$ cat config.mk
export PLATFORM = sky130hd
export DESIGN_NAME = edge_commit_verifier
export DESIGN_NICKNAME = d
export VERILOG_FILES = /design/src/rtl/edge_commit_verifier.sv
export SDC_FILE = /design/constraint.sdc
export NUM_CORES = 1
export LEC_CHECK = 0
export ABC_AREA = 0
export BUFFER_PORTS_ARGS = -buffer_cell sky130_fd_sc_hd__buf_2
export CORE_AREA = 2 2 226 228
export DETAILED_ROUTE_END_ITERATION = 8
export DIE_AREA = 0 0 228 230
export PLACE_DENSITY = 0.44
export SYNTH_ARGS = -nofsm -noshare
export SYNTH_HDL_FRONTEND = slang
export SYNTH_SLANG_ARGS = --single-unit
$ cat constraint.sdc
create_clock -name clk -period 2.1 [get_ports clk]
set_clock_uncertainty 0.2 [all_clocks]
set_input_delay 0.21 -clock clk [delete_from_list [all_inputs] [get_ports clk]]
set_output_delay 0.21 -clock clk [all_outputs]
set_load 0.03 [all_outputs]
$ cat src/rtl/edge_commit_verifier.sv
module edge_commit_verifier #(
  parameter int AW = 64
) (
  input  logic          clk,
  input  logic          rst_n,
  input  logic          cmt_valid,
  input  logic          cmt_indirect,
  input  logic          cmt_branch_taken,
  input  logic [AW-1:0] cmt_pc,
  input  logic [AW-1:0] cmt_target,
  input  logic [AW-1:0] cmt_pred_target,
  input  logic [AW-1:0] cmt_sled_pc,
  output logic          ec_lookup_valid,
  output logic [AW-1:0] ec_lookup_src,
  output logic [AW-1:0] ec_lookup_tgt,
  input  logic          ec_hit,
  output logic          edge_ok,
  output logic          squash,
  output logic          redirect_valid,
  output logic [AW-1:0] redirect_pc,
  output logic          ec_fill_valid,
  output logic [AW-1:0] ec_fill_src,
  output logic [AW-1:0] ec_fill_tgt
);

  logic          probe;
  logic          wrong_guess;
  logic          fail;
  logic          sled_done;
  logic          armed_q;
  logic [AW-1:0] armed_src_q;

  assign probe       = cmt_valid & cmt_indirect;
  assign wrong_guess = cmt_target != cmt_pred_target;
  assign fail        = probe & ~ec_hit;
  assign sled_done   = cmt_valid & ~cmt_indirect & cmt_branch_taken & armed_q;

  assign ec_lookup_valid = probe;
  assign ec_lookup_src   = cmt_pc;
  assign ec_lookup_tgt   = cmt_target;

  assign edge_ok        = probe & ec_hit;
  assign squash         = fail | (edge_ok & wrong_guess);
  assign redirect_valid = squash;
  assign redirect_pc    = ec_hit ? cmt_target : cmt_sled_pc;

  always_ff @(posedge clk) begin
    if (!rst_n) begin
      armed_q       <= 1'b0;
      armed_src_q   <= '0;
      ec_fill_valid <= 1'b0;
      ec_fill_src   <= '0;
      ec_fill_tgt   <= '0;
    end else begin
      ec_fill_valid <= sled_done;
      if (sled_done) begin
        ec_fill_src <= armed_src_q;
        ec_fill_tgt <= cmt_target;
      end
      if (fail) begin
        armed_q     <= 1'b1;
        armed_src_q <= cmt_pc;
      end else if (sled_done) begin
        armed_q <= 1'b0;
      end
    end
  end

endmodule


# After elaboration in Yosys (flattened, before gate mapping)
# Cells that the tools add are included.
# op_classes
n_bitwise,10
n_eq_ne,1
reduce_logical,1
n_mux,3
# op_table
op,count
$mux 64,1
$ne 64x64->1,1
$and 1x1->1,7
$mux 1,2
$not 1->1,2
$reduce_bool 2->1,1
$or 1x1->1,1
# word_totals
reg_bits,194

# Depth between registers and ports, before layout
# Gate-level depths: netlist of the first run.
# depth
depth_word,6
depth_mapped,6
depth_no_buf,5

# Worst setup path after synthesis of the first run
# OpenSTA, ideal clock, no wires.
# synth_timing
kind,input to output
start,in cmt_target[43]
end,out squash
slack_ps,126
arrival_ps,1564
required_ps,1690
stages,6
cell_sequence,xor2_1 > nor4_1 > nand4_1 > nor4_1 > a31oi_1 > buf_4
# synth_via
elab_chain_cells,3
# synth_rtl
element,line,rtl
start: declaration,10,"input logic [AW-1:0] cmt_target,"
$ne 64x64->1,34,assign wrong_guess = cmt_target != cmt_pred_target;
$and 1x1->1,43,assign squash = fail | (edge_ok & wrong_guess);
$or 1x1->1,43,
end: declaration,18,"output logic squash,"
# No other way between the ends.

# Worst setup path in the final report of the first run
# layout_timing
start,in cmt_target[50]
end,out redirect_valid
# layout_via
elab_chain_cells,3
# layout_rtl
element,line,rtl
$ne 64x64->1,34,
$and 1x1->1,43,
$or 1x1->1,43,
end: declaration,19,"output logic redirect_valid,"
# No other way between the ends.

==> results.toml, run 1 <==
[hold_path]
min_from = "cmt_target[54]"
holdPathStages = 4
whs_endpoint = "ec_fill_tgt[54]"
hold_class = "in2reg"

[setup_path]
worstReg2RegStart = "armed_q"
worstRegToRegCells = 5
critical_path_class = "in2out"
r2r_end = "ec_fill_tgt[40]"
startpoint_type = "primary input"
cp.arrival_ns = 2.06
worstPathMaxFanout = 2
cp-end-kind = "primary output"
crit_required_ns = 1.69
rrSetupSlack_ns = 0.11

[detailed_routing]
drt_iter0_markers = 377
viasPerCell = 4.04
vias = 9977
first_pass_iters = 4
routed_wl_um = 48900
drc = 0
ant_nets = 0
post_drt_wl_per_cell_um = 19.8

[finish]
final_layout_size_suffix_gt1_share_pct = 43.8
final_common_cell = "buf_2"
finalInstanceArea_um2 = 15100
stdcell_count = 2471
area_delta_synth_final_pct = 58.2
final_nets = 2046
final_cell_mix = "buf_2, nand2_1, dfxtp_1"

[floorplanning]
start_util_pct = 19.2
core_um2 = 49900
ios = 587
die_h_um = 230
die_x_um = 228
die_area_um2 = 52400
rows = 82

[cts]
cts-htree-levels = 4
cts_buffer_depth = 2
cts_made_buffers = 17
cts_tree = "built"
clkSinkCount = 194
clkTransAtPathRegs_ns = 0.07
clockRootBuffer = "clkbuf_16"
clk_latency_ns = 0.49

[status]
violations = "setup timing"
status = "complete, but fails checks"

[placement]
portBuffers = 586
place_inst = 2275
gp_congestion = 1.01
dpl.hpwl_um = 35400
place_ws_ns = -1.51
place_area_um2 = 12800

[grt]
overflow = 0
antenna_found_initial = 7
grt_max_degree = 69
grt_pass1_wl_um = 67000
use_met1_pct = 20.1
grt_usage_pct = 17.6
use_met3_pct = 5.72
grt_pass1_vias = 9892
grt.busiest_layer = "met2"
use_met2_pct = 29.8

[sta]
final-hold-violation-count = 0
slew_headroom_pct = 63.3
timing.final.crit_share_pct = 118
max_freq_ghz = 0.404
drv_slew = 0
rsz0062_at_grt = "yes"
worst_pin_slew_ns = 0.546
finalSetupViolations = 2
period_needed_ns = 2.47
timing.final.ws_setup_ns = -0.373

[flow_run]
cap_viol_max_count = 0

[logic_synthesis]
yosys_warnings = 0
synth_area_um2 = 9550
synth_nets = 1396
ys_seq_area_share_pct = 40.6
yosys-top-cells-area = "dfxtp_1, nand2_1, buf_4, a21boi_1, mux2_2"
ys_ff_latch = 194
syn_area_per_cell_um2 = 8.43
synth_top_area_cell = "dfxtp_1"
synth_top_cell_area_share_pct = 40.6
synth_cell_types = 25
postSynthCellCount = 1134

[power]
switchingPower_uw = 2840
power-per-cell-area_nw_per_um2 = 609
leakage_uw = 0.00681
clkPwrFrac_pct = 36.3
pwr-share-seq_pct = 40.8
power.total_uw = 9200
peakVddDrop_v = 0.000442
p_int_uw = 6360
switching_share_pct = 30.9
pwr-share-comb_pct = 22.9
==> metrics by stage <==
stage | TNS, ns | util [%] | hold slack (ns)
3_3_place_gp | -3.11 | 25.6 | 0.234
5_1_grt | -0.772 | 30.3 | 0.0232
3_5_place_dp | -3.00 | 25.6 | 0.240
4_1_cts | -0.706 | 30.0 | 0.0000115
6_report | -0.739 | 30.3 | 0.0369
2_1_floorplan | 0 | - | 0.145
==> registers in the layout, indices dropped and copies added, names as in the netlist <==
register	cells
ec_fill_valid	1
ec_fill_tgt	64
ec_fill_src	64
armed_q	1
armed_src_q	64
==> cell families (layout without fill, tap and decap cells) <==
kind of cell | after synthesis | count (layout) | synth area share, %
buffers and inverters | 202 | 864 | 13.6
flip-flops | 194 | 194 | 40.6
multiplexers | 64 | 64 | 7.54
AO/OA/AOI/OAI | 197 | 197 | 15.5
XOR/XNOR | 62 | 62 | 5.68
other | 0 | 3 | 0
AND/OR/NAND/NOR | 415 | 415 | 17.1
==> layout make-up <==
cell class | instances | area (µm²)
diodes | 3 | 7.51
clock inverters | 9 | 96.3
flip-flops and latches | 194 | 3880
inverters | 3 | 11.3
multi-input cells | 738 | 4460
clock buffers | 22 | 484
fillers | 5440 | 34700
well taps | 672 | 841
repair buffers | 830 | 5330
==> critical path, stage by stage <==
cell     delay (ns)
buf_8          0.10
xor2_2         0.17
nor4_4         0.54
nand4_1        0.34
nor4_4         0.32
a31oi_2        0.20
buf_6          0.18
==> Yosys cell counts <==
cell / n
a21boi_0: 65
a21boi_1: 128
a22oi_1: 1
a31oi_1: 1
and2_1: 1
and3_1: 1
buf_1: 1
buf_2: 37
buf_4: 131
clkbuf_1: 30
dfxtp_1: 194
inv_1: 3
mux2_2: 64
nand2_1: 388
nand4_1: 6
nand4b_1: 1
nor2_2: 1
nor2b_1: 1
nor3b_2: 1
nor4_1: 14
o21ai_0: 1
o221ai_1: 1
or2_2: 1
xnor2_1: 14
xor2_1: 48
==> power groups by stage <==
stage	registers, µW	clock network (µW)	logic [µW]
2_1_floorplan	3860	0	1090
3_3_place_gp	3840	0	1870
3_5_place_dp	3840	0	1870
4_1_cts	3750	3520	2100
5_1_grt	3760	3640	2210
6_report	3750	3340	2110
==> worst max-delay path by stage <==
stage	start	end	slack (ns)	cells past startpoint
finish	cmt_target[50]	redirect_valid	-0.37	7
CTS	cmt_target[50]	redirect_valid	-0.36	7
global route	cmt_pred_target[34]	redirect_valid	-0.39	7
floorplan	cmt_target[43]	squash	0.13	6
detailed placement	cmt_target[7]	redirect_valid	-1.51	7
global placement	cmt_target[7]	redirect_valid	-1.56	7
==> what timing repair did <==
action | 4_1_cts | 5_1_grt
buffers inserted | 1 | 9
cloned | 0 | 5
hold endpoints to repair | 136 | 0
hold buffers | 148 | 0
gates resized for setup | 21 | 3
endpoints found under the setup margin | 2 | 11
pin swaps | 4 | 1
==> metal layers <==
| metal | vias to the layer above | share of wire (%) |
|---|---|---|
| met4 | 0 | 3.2 |
| met2 | 336 | 48 |
| li1 | 4859 | - |
| met1 | 4725 | 42 |
| met5 | - | 0 |
| met3 | 57 | 6.7 |
(Power assumes the default switching activity.)
==> run 2: changes to the inputs <==
--- a/config.mk
+++ b/config.mk
@@ -10,7 +10,8 @@
 export CORE_AREA = 2 2 226 228
 export DETAILED_ROUTE_END_ITERATION = 8
 export DIE_AREA = 0 0 228 230
-export PLACE_DENSITY = 0.44
+export GPL_TIMING_DRIVEN = 0
+export PLACE_DENSITY = 0.48
 export SYNTH_ARGS = -nofsm -noshare
 export SYNTH_HDL_FRONTEND = slang
 export SYNTH_SLANG_ARGS = --single-unit
==> results.toml, run 2 (synthesized netlist as in run 1, its figures left out) <==
[status]
status = "complete, but fails checks"
violations = "setup timing"

[cts]
clkSinkCount = 194
clockRootBuffer = "clkbuf_16"
cts-htree-levels = 4
cts_buffer_depth = 2
cts_tree = "built"
clkTransAtPathRegs_ns = 0.09
cts_made_buffers = 17
post-cts-setup-buffers = 0
clk_latency_ns = 0.49

[detailed_routing]
post_drt_wl_per_cell_um = 19.1
drt_iter0_markers = 352
routed_wl_um = 48900
ant_nets = 0
vias = 10300
first_pass_iters = 5
drc = 0
viasPerCell = 4.04

[sta]
final-hold-violation-count = 0
hold_slack_ns = 0.0631
worst_pin_slew_ns = 1.04
period_needed_ns = 2.48
rsz0062_at_grt = "yes"
slew_headroom_pct = 30.5
timing.final.ws_setup_ns = -0.379
timing.final.crit_share_pct = 118
finalSetupViolations = 2
drv_slew = 0
max_freq_ghz = 0.403

[finish]
multi_input_area_um2 = 4610
final_nets = 2132
final_cell_mix = "buf_2, nand2_1, dfxtp_1"
fin_util_pct = 31.2
fillCellCount = 5414
seq_area_um2 = 3880
reg_top3 = "armed_src_q: 64 flops, ec_fill_src: 64 flops, ec_fill_tgt: 64 flops"
stdcell_count = 2557
final_common_cell = "buf_2"
area_delta_synth_final_pct = 63.0
final_layout_size_suffix_gt1_share_pct = 46.3

[floorplanning]
core_um2 = 49900
die_x_um = 228
rows = 82
ios = 587
die_h_um = 230
start_util_pct = 19.2
die_area_um2 = 52400

[setup_path]
worstRegToRegCells = 4
path_cells = "buf_6 -> xor2_2 -> nor4_4 -> nand4_1 -> nor4_4 -> a31oi_2 -> buf_4 -> buf_6"
startpoint_type = "primary input"
critical_path_class = "in2out"
critical_path.max_stage_delay_ns = 0.51
worstPathMaxFanout = 2
endpoint = "squash"
crit_required_ns = 1.69
setup.worst_path.start = "cmt_pred_target[50]"
r2r_end = "armed_q"
cp-end-kind = "primary output"
cpLargestDelayFamily = "simple AND/OR/NAND/NOR gates"
critPathSlowestCell = "nor4_4"
rrSetupSlack_ns = 0.11
cp.arrival_ns = 2.07
worstReg2RegStart = "armed_q"
cp_num_cells = 8
critPathBufInv = 3

[power]
switchingPower_uw = 3010
pwr-share-seq_pct = 39.5
power.total_uw = 9500
clkPwrFrac_pct = 37.0
peakVddDrop_v = 0.000498
pwr-share-comb_pct = 23.4
p_int_uw = 6490
leakage_uw = 0.00703
switching_share_pct = 31.7
power-per-cell-area_nw_per_um2 = 610

[hold_path]
hold_class = "in2reg"
holdPathStages = 2

[grt]
grt_pass1_vias = 10500
grt_usage_pct = 18.3
antenna_found_initial = 7
grt_pass1_wl_um = 69500
overflow = 0
grt_max_degree = 19

[placement]
portBuffers = 584
place_inst = 2390
place_ws_ns = -1.45
dpl.hpwl_um = 38200
gp_congestion = 0.952

[flow_run]
cap_viol_max_count = 0
## run 2: cell types whose count changed in the layout (fill, tap and decap cells not counted), sizes merged
cell          before  now
buf              679  753
inv                6   10
clkbuf            25   49
dlymetal6s4s       1    0
clkinv             5    4
diode              3    2
bufinv             1    2
dlygate4sd3      147  133
## run 2: power by group through the flow
| stage | Sequential [µW] | Combinational (µW) | Clock [µW] |
|---|---|---|---|
| after floorplan | 3860 | 1090 | 0 |
| after global placement | 3840 | 1940 | 0 |
| after detailed placement | 3840 | 1950 | 0 |
| after CTS | 3760 | 2210 | 3660 |
| after global routing | 3760 | 2350 | 3790 |
| final | 3760 | 2230 | 3520 |
## run 2: through the flow
stage	area, µm²	setup TNS, ns
6_report	15600	-0.679
3_5_place_dp	13300	-17.45
4_1_cts	15500	-0.741
2_1_floorplan	9550	0
3_3_place_gp	13300	-15.79
5_1_grt	15600	-0.617
## run 2: what timing repair did
item,in CTS,in global routing
gates resized for setup,35,22
pin swaps,10,9
cloned,0,0
hold buffers,133,0
endpoints found under the hold margin,137,0
setup endpoints to repair,42,2
## run 2: layer usage
metal	wire length [µm]	global-route usage, %
met4	1660	7.72
met5	24	0
met3	3590	6.63
met1	20600	21.3
met2	23000	30.3
## run 2: layout make-up
class | count | share of cell area [%]
diodes | 2 | 0.0321
plain buffers | 199 | 8.32
clock buffers | 19 | 2.84
clock inverters | 13 | 1.05
inverters | 3 | 0.0723
multi-input cells | 738 | 29.6
flip-flops and latches | 194 | 24.9
well taps | 672 | 5.40
repair buffers | 717 | 27.8
## run 2: worst min path at each step
| stage | from | to | slack [ns] |
|---|---|---|---|
| finish | rst_n | armed_src_q[5] | 0.06 |
| global route | rst_n | armed_src_q[2] | 0.08 |
| CTS | rst_n | armed_src_q[5] | 0.02 |
| detailed placement | ec_fill_src[5] | ec_fill_src[5] | 0.24 |
| global placement | armed_src_q[30] | ec_fill_src[30] | 0.24 |
| floorplan | cmt_pc[10] | armed_src_q[10] | 0.14 |
## run 2: worst reg2reg max path: cells and delay by family, from the launching register on
family	cells	cell delay, ns
AO/OA/AOI/OAI	2	0.23
flip-flops	1	0.33
buffers and inverters	2	1.12
==> run 3: changes to the inputs <==
--- a/config.mk
+++ b/config.mk
@@ -7,11 +7,11 @@
 export LEC_CHECK = 0
 export ABC_AREA = 0
 export BUFFER_PORTS_ARGS = -buffer_cell sky130_fd_sc_hd__buf_2
-export CORE_AREA = 2 2 226 228
+export CORE_AREA = 5 5 222 224
 export DETAILED_ROUTE_END_ITERATION = 8
-export DIE_AREA = 0 0 228 230
+export DIE_AREA = 0 0 227 229
 export GPL_TIMING_DRIVEN = 0
-export PLACE_DENSITY = 0.48
+export PLACE_DENSITY = 0.5
 export SYNTH_ARGS = -nofsm -noshare
 export SYNTH_HDL_FRONTEND = slang
 export SYNTH_SLANG_ARGS = --single-unit
==> results.toml, run 3 (synthesized netlist as in run 1, its figures left out) <==
[status]
status = "complete, but fails checks"
violations = "setup timing"

[hold_path]
hold_class = "in2reg"

[placement]
place_area_um2 = 13200
portBuffers = 584
dpl.hpwl_um = 39000
gp_congestion = 0.945

[detailed_routing]
drc = 0
vias = 10400
post_drt_wl_per_cell_um = 19.7
routed_wl_um = 49400
ant_nets = 0
viasPerCell = 4.17
drt_iter0_markers = 431
first_pass_iters = 5

[power]
peakVddDrop_v = 0.000450
leakage_uw = 0.00705
power-per-cell-area_nw_per_um2 = 605

[sta]
max_freq_ghz = 0.404
timing.final.crit_share_pct = 118
slew_headroom_pct = 24.1
timing.final.ws_setup_ns = -0.375
rsz0062_at_grt = "yes"
drv_slew = 0
worst_pin_slew_ns = 1.14
hold_slack_ns = 0.0854
final-hold-violation-count = 0
finalSetupViolations = 2
period_needed_ns = 2.48

[cts]
cts_buffer_depth = 2
cts-htree-levels = 4
clockRootBuffer = "clkbuf_16"
clkTransAtPathRegs_ns = 0.07
clk_latency_ns = 0.47
cts_tree = "built"
clkSinkCount = 194
cts_made_buffers = 17

[setup_path]
path_cells = "buf_2 -> xor2_1 -> nor4_4 -> nand2_2 -> nor4_4 -> a31oi_4 -> buf_6 -> buf_6"
worstPathMaxFanout = 4
cp-end-kind = "primary output"
startpoint_type = "primary input"
critPathSlowestCell = "nor4_4"
critical_path.max_stage_delay_ns = 0.56
critical_path_class = "in2out"
cp.arrival_ns = 2.07
crit_required_ns = 1.69

[finish]
final_layout_size_suffix_gt1_share_pct = 46.5
final_common_cell = "buf_2"
final_nets = 2133
finalInstanceArea_um2 = 15600
final_cell_mix = "buf_2, nand2_1, dfxtp_1"
area_delta_synth_final_pct = 62.8
reg_top3 = "armed_src_q: 64 flops, ec_fill_src: 64 flops, ec_fill_tgt: 64 flops"
fin_util_pct = 33.0

[floorplanning]
die_h_um = 229
die_area_um2 = 52000
ios = 587
die_x_um = 227
core_um2 = 47100
rows = 80
start_util_pct = 20.3

[grt]
grt_max_degree = 18
overflow = 0
grt_pass1_wl_um = 70100
grt_usage_pct = 18.4
antenna_found_initial = 7
grt_pass1_vias = 10600

[flow_run]
cap_viol_max_count = 0
run 3: changes by cell type in the layout (fill, tap and decap cells not counted), sizes merged:
| cell | delta |
|---|---|
| clkbuf | +2 |
| clkinvlp | +2 |
| buf | -1 |
| dlygate4sd3 | +1 |
| inv | -2 |
| diode | +1 |
| clkinv | -1 |
run 3: per-stage QoR:
| stage | TNS (ns) | setup WS (ns) | total power, µW | instances |
|---|---|---|---|---|
| 2_1_floorplan | 0 | 0.126 | 4950 | 1134 |
| 3_3_place_gp | -12.40 | -1.54 | 5780 | 2333 |
| 3_5_place_dp | -12.57 | -1.50 | 5780 | 2333 |
| 4_1_cts | -0.788 | -0.424 | 9570 | 2499 |
| 5_1_grt | -0.809 | -0.436 | 9840 | 2502 |
| 6_report | -0.688 | -0.375 | 9410 | 2502 |
run 3: repair_timing:
item | 4_1_cts | 5_1_grt
hold buffers | 134 | 0
setup endpoints to repair | 42 | 10
gates resized for setup | 48 | 20
pin swaps | 13 | 10
setup buffers | 0 | 0
endpoints found under the hold margin | 137 | 0
run 3: layer usage:
layer	GRT usage (%)	routed length (µm)	share of wire (%)	vias up
li1	-	-	-	5037
met4	6.52	1460	3.0	2
met3	4.94	3700	7.5	57
met5	0	13	0.026	-
met1	22.4	20200	41	4935
met2	31.1	24000	49	410
run 3: area by class of cell:
| type | instances | area [µm²] |
|---|---|---|
| Fill cell | 5061 | 31600 |
| Multi-Input combinational cell | 738 | 4620 |
| Timing Repair Buffer | 718 | 4350 |
| Sequential cell | 194 | 3880 |
| Buffer | 199 | 1300 |
| Tap cell | 615 | 769 |
| Clock buffer | 20 | 467 |
| Clock inverter | 12 | 143 |
| Inverter | 3 | 11.3 |
| Antenna cell | 3 | 7.51 |
run 3: final timing paths:
path              startpoint              end  slack (ns)  cells past startpoint
max reg2reg          armed_q          armed_q        0.14                      4
min                   ec_hit  armed_src_q[63]        0.09                      4
max           cmt_target[21]           squash       -0.38                      8
min reg2reg  armed_src_q[40]  ec_fill_src[40]        0.25                      2
run 3: worst max-delay path: cells and delay by family:
family / cells / cell delay (ns)
AOI/OAI and AO/OA: 1 / 0.17
xor gates and xnor gates: 1 / 0.20
buffers and inverters: 3 / 0.43
and+or+nand+nor: 3 / 1.04
run 3: report_power, final:
group / internal (µW) / switching (µW)
Combinational: 935 / 1280
Sequential: 3730 / 26.8
Clock: 1870 / 1570
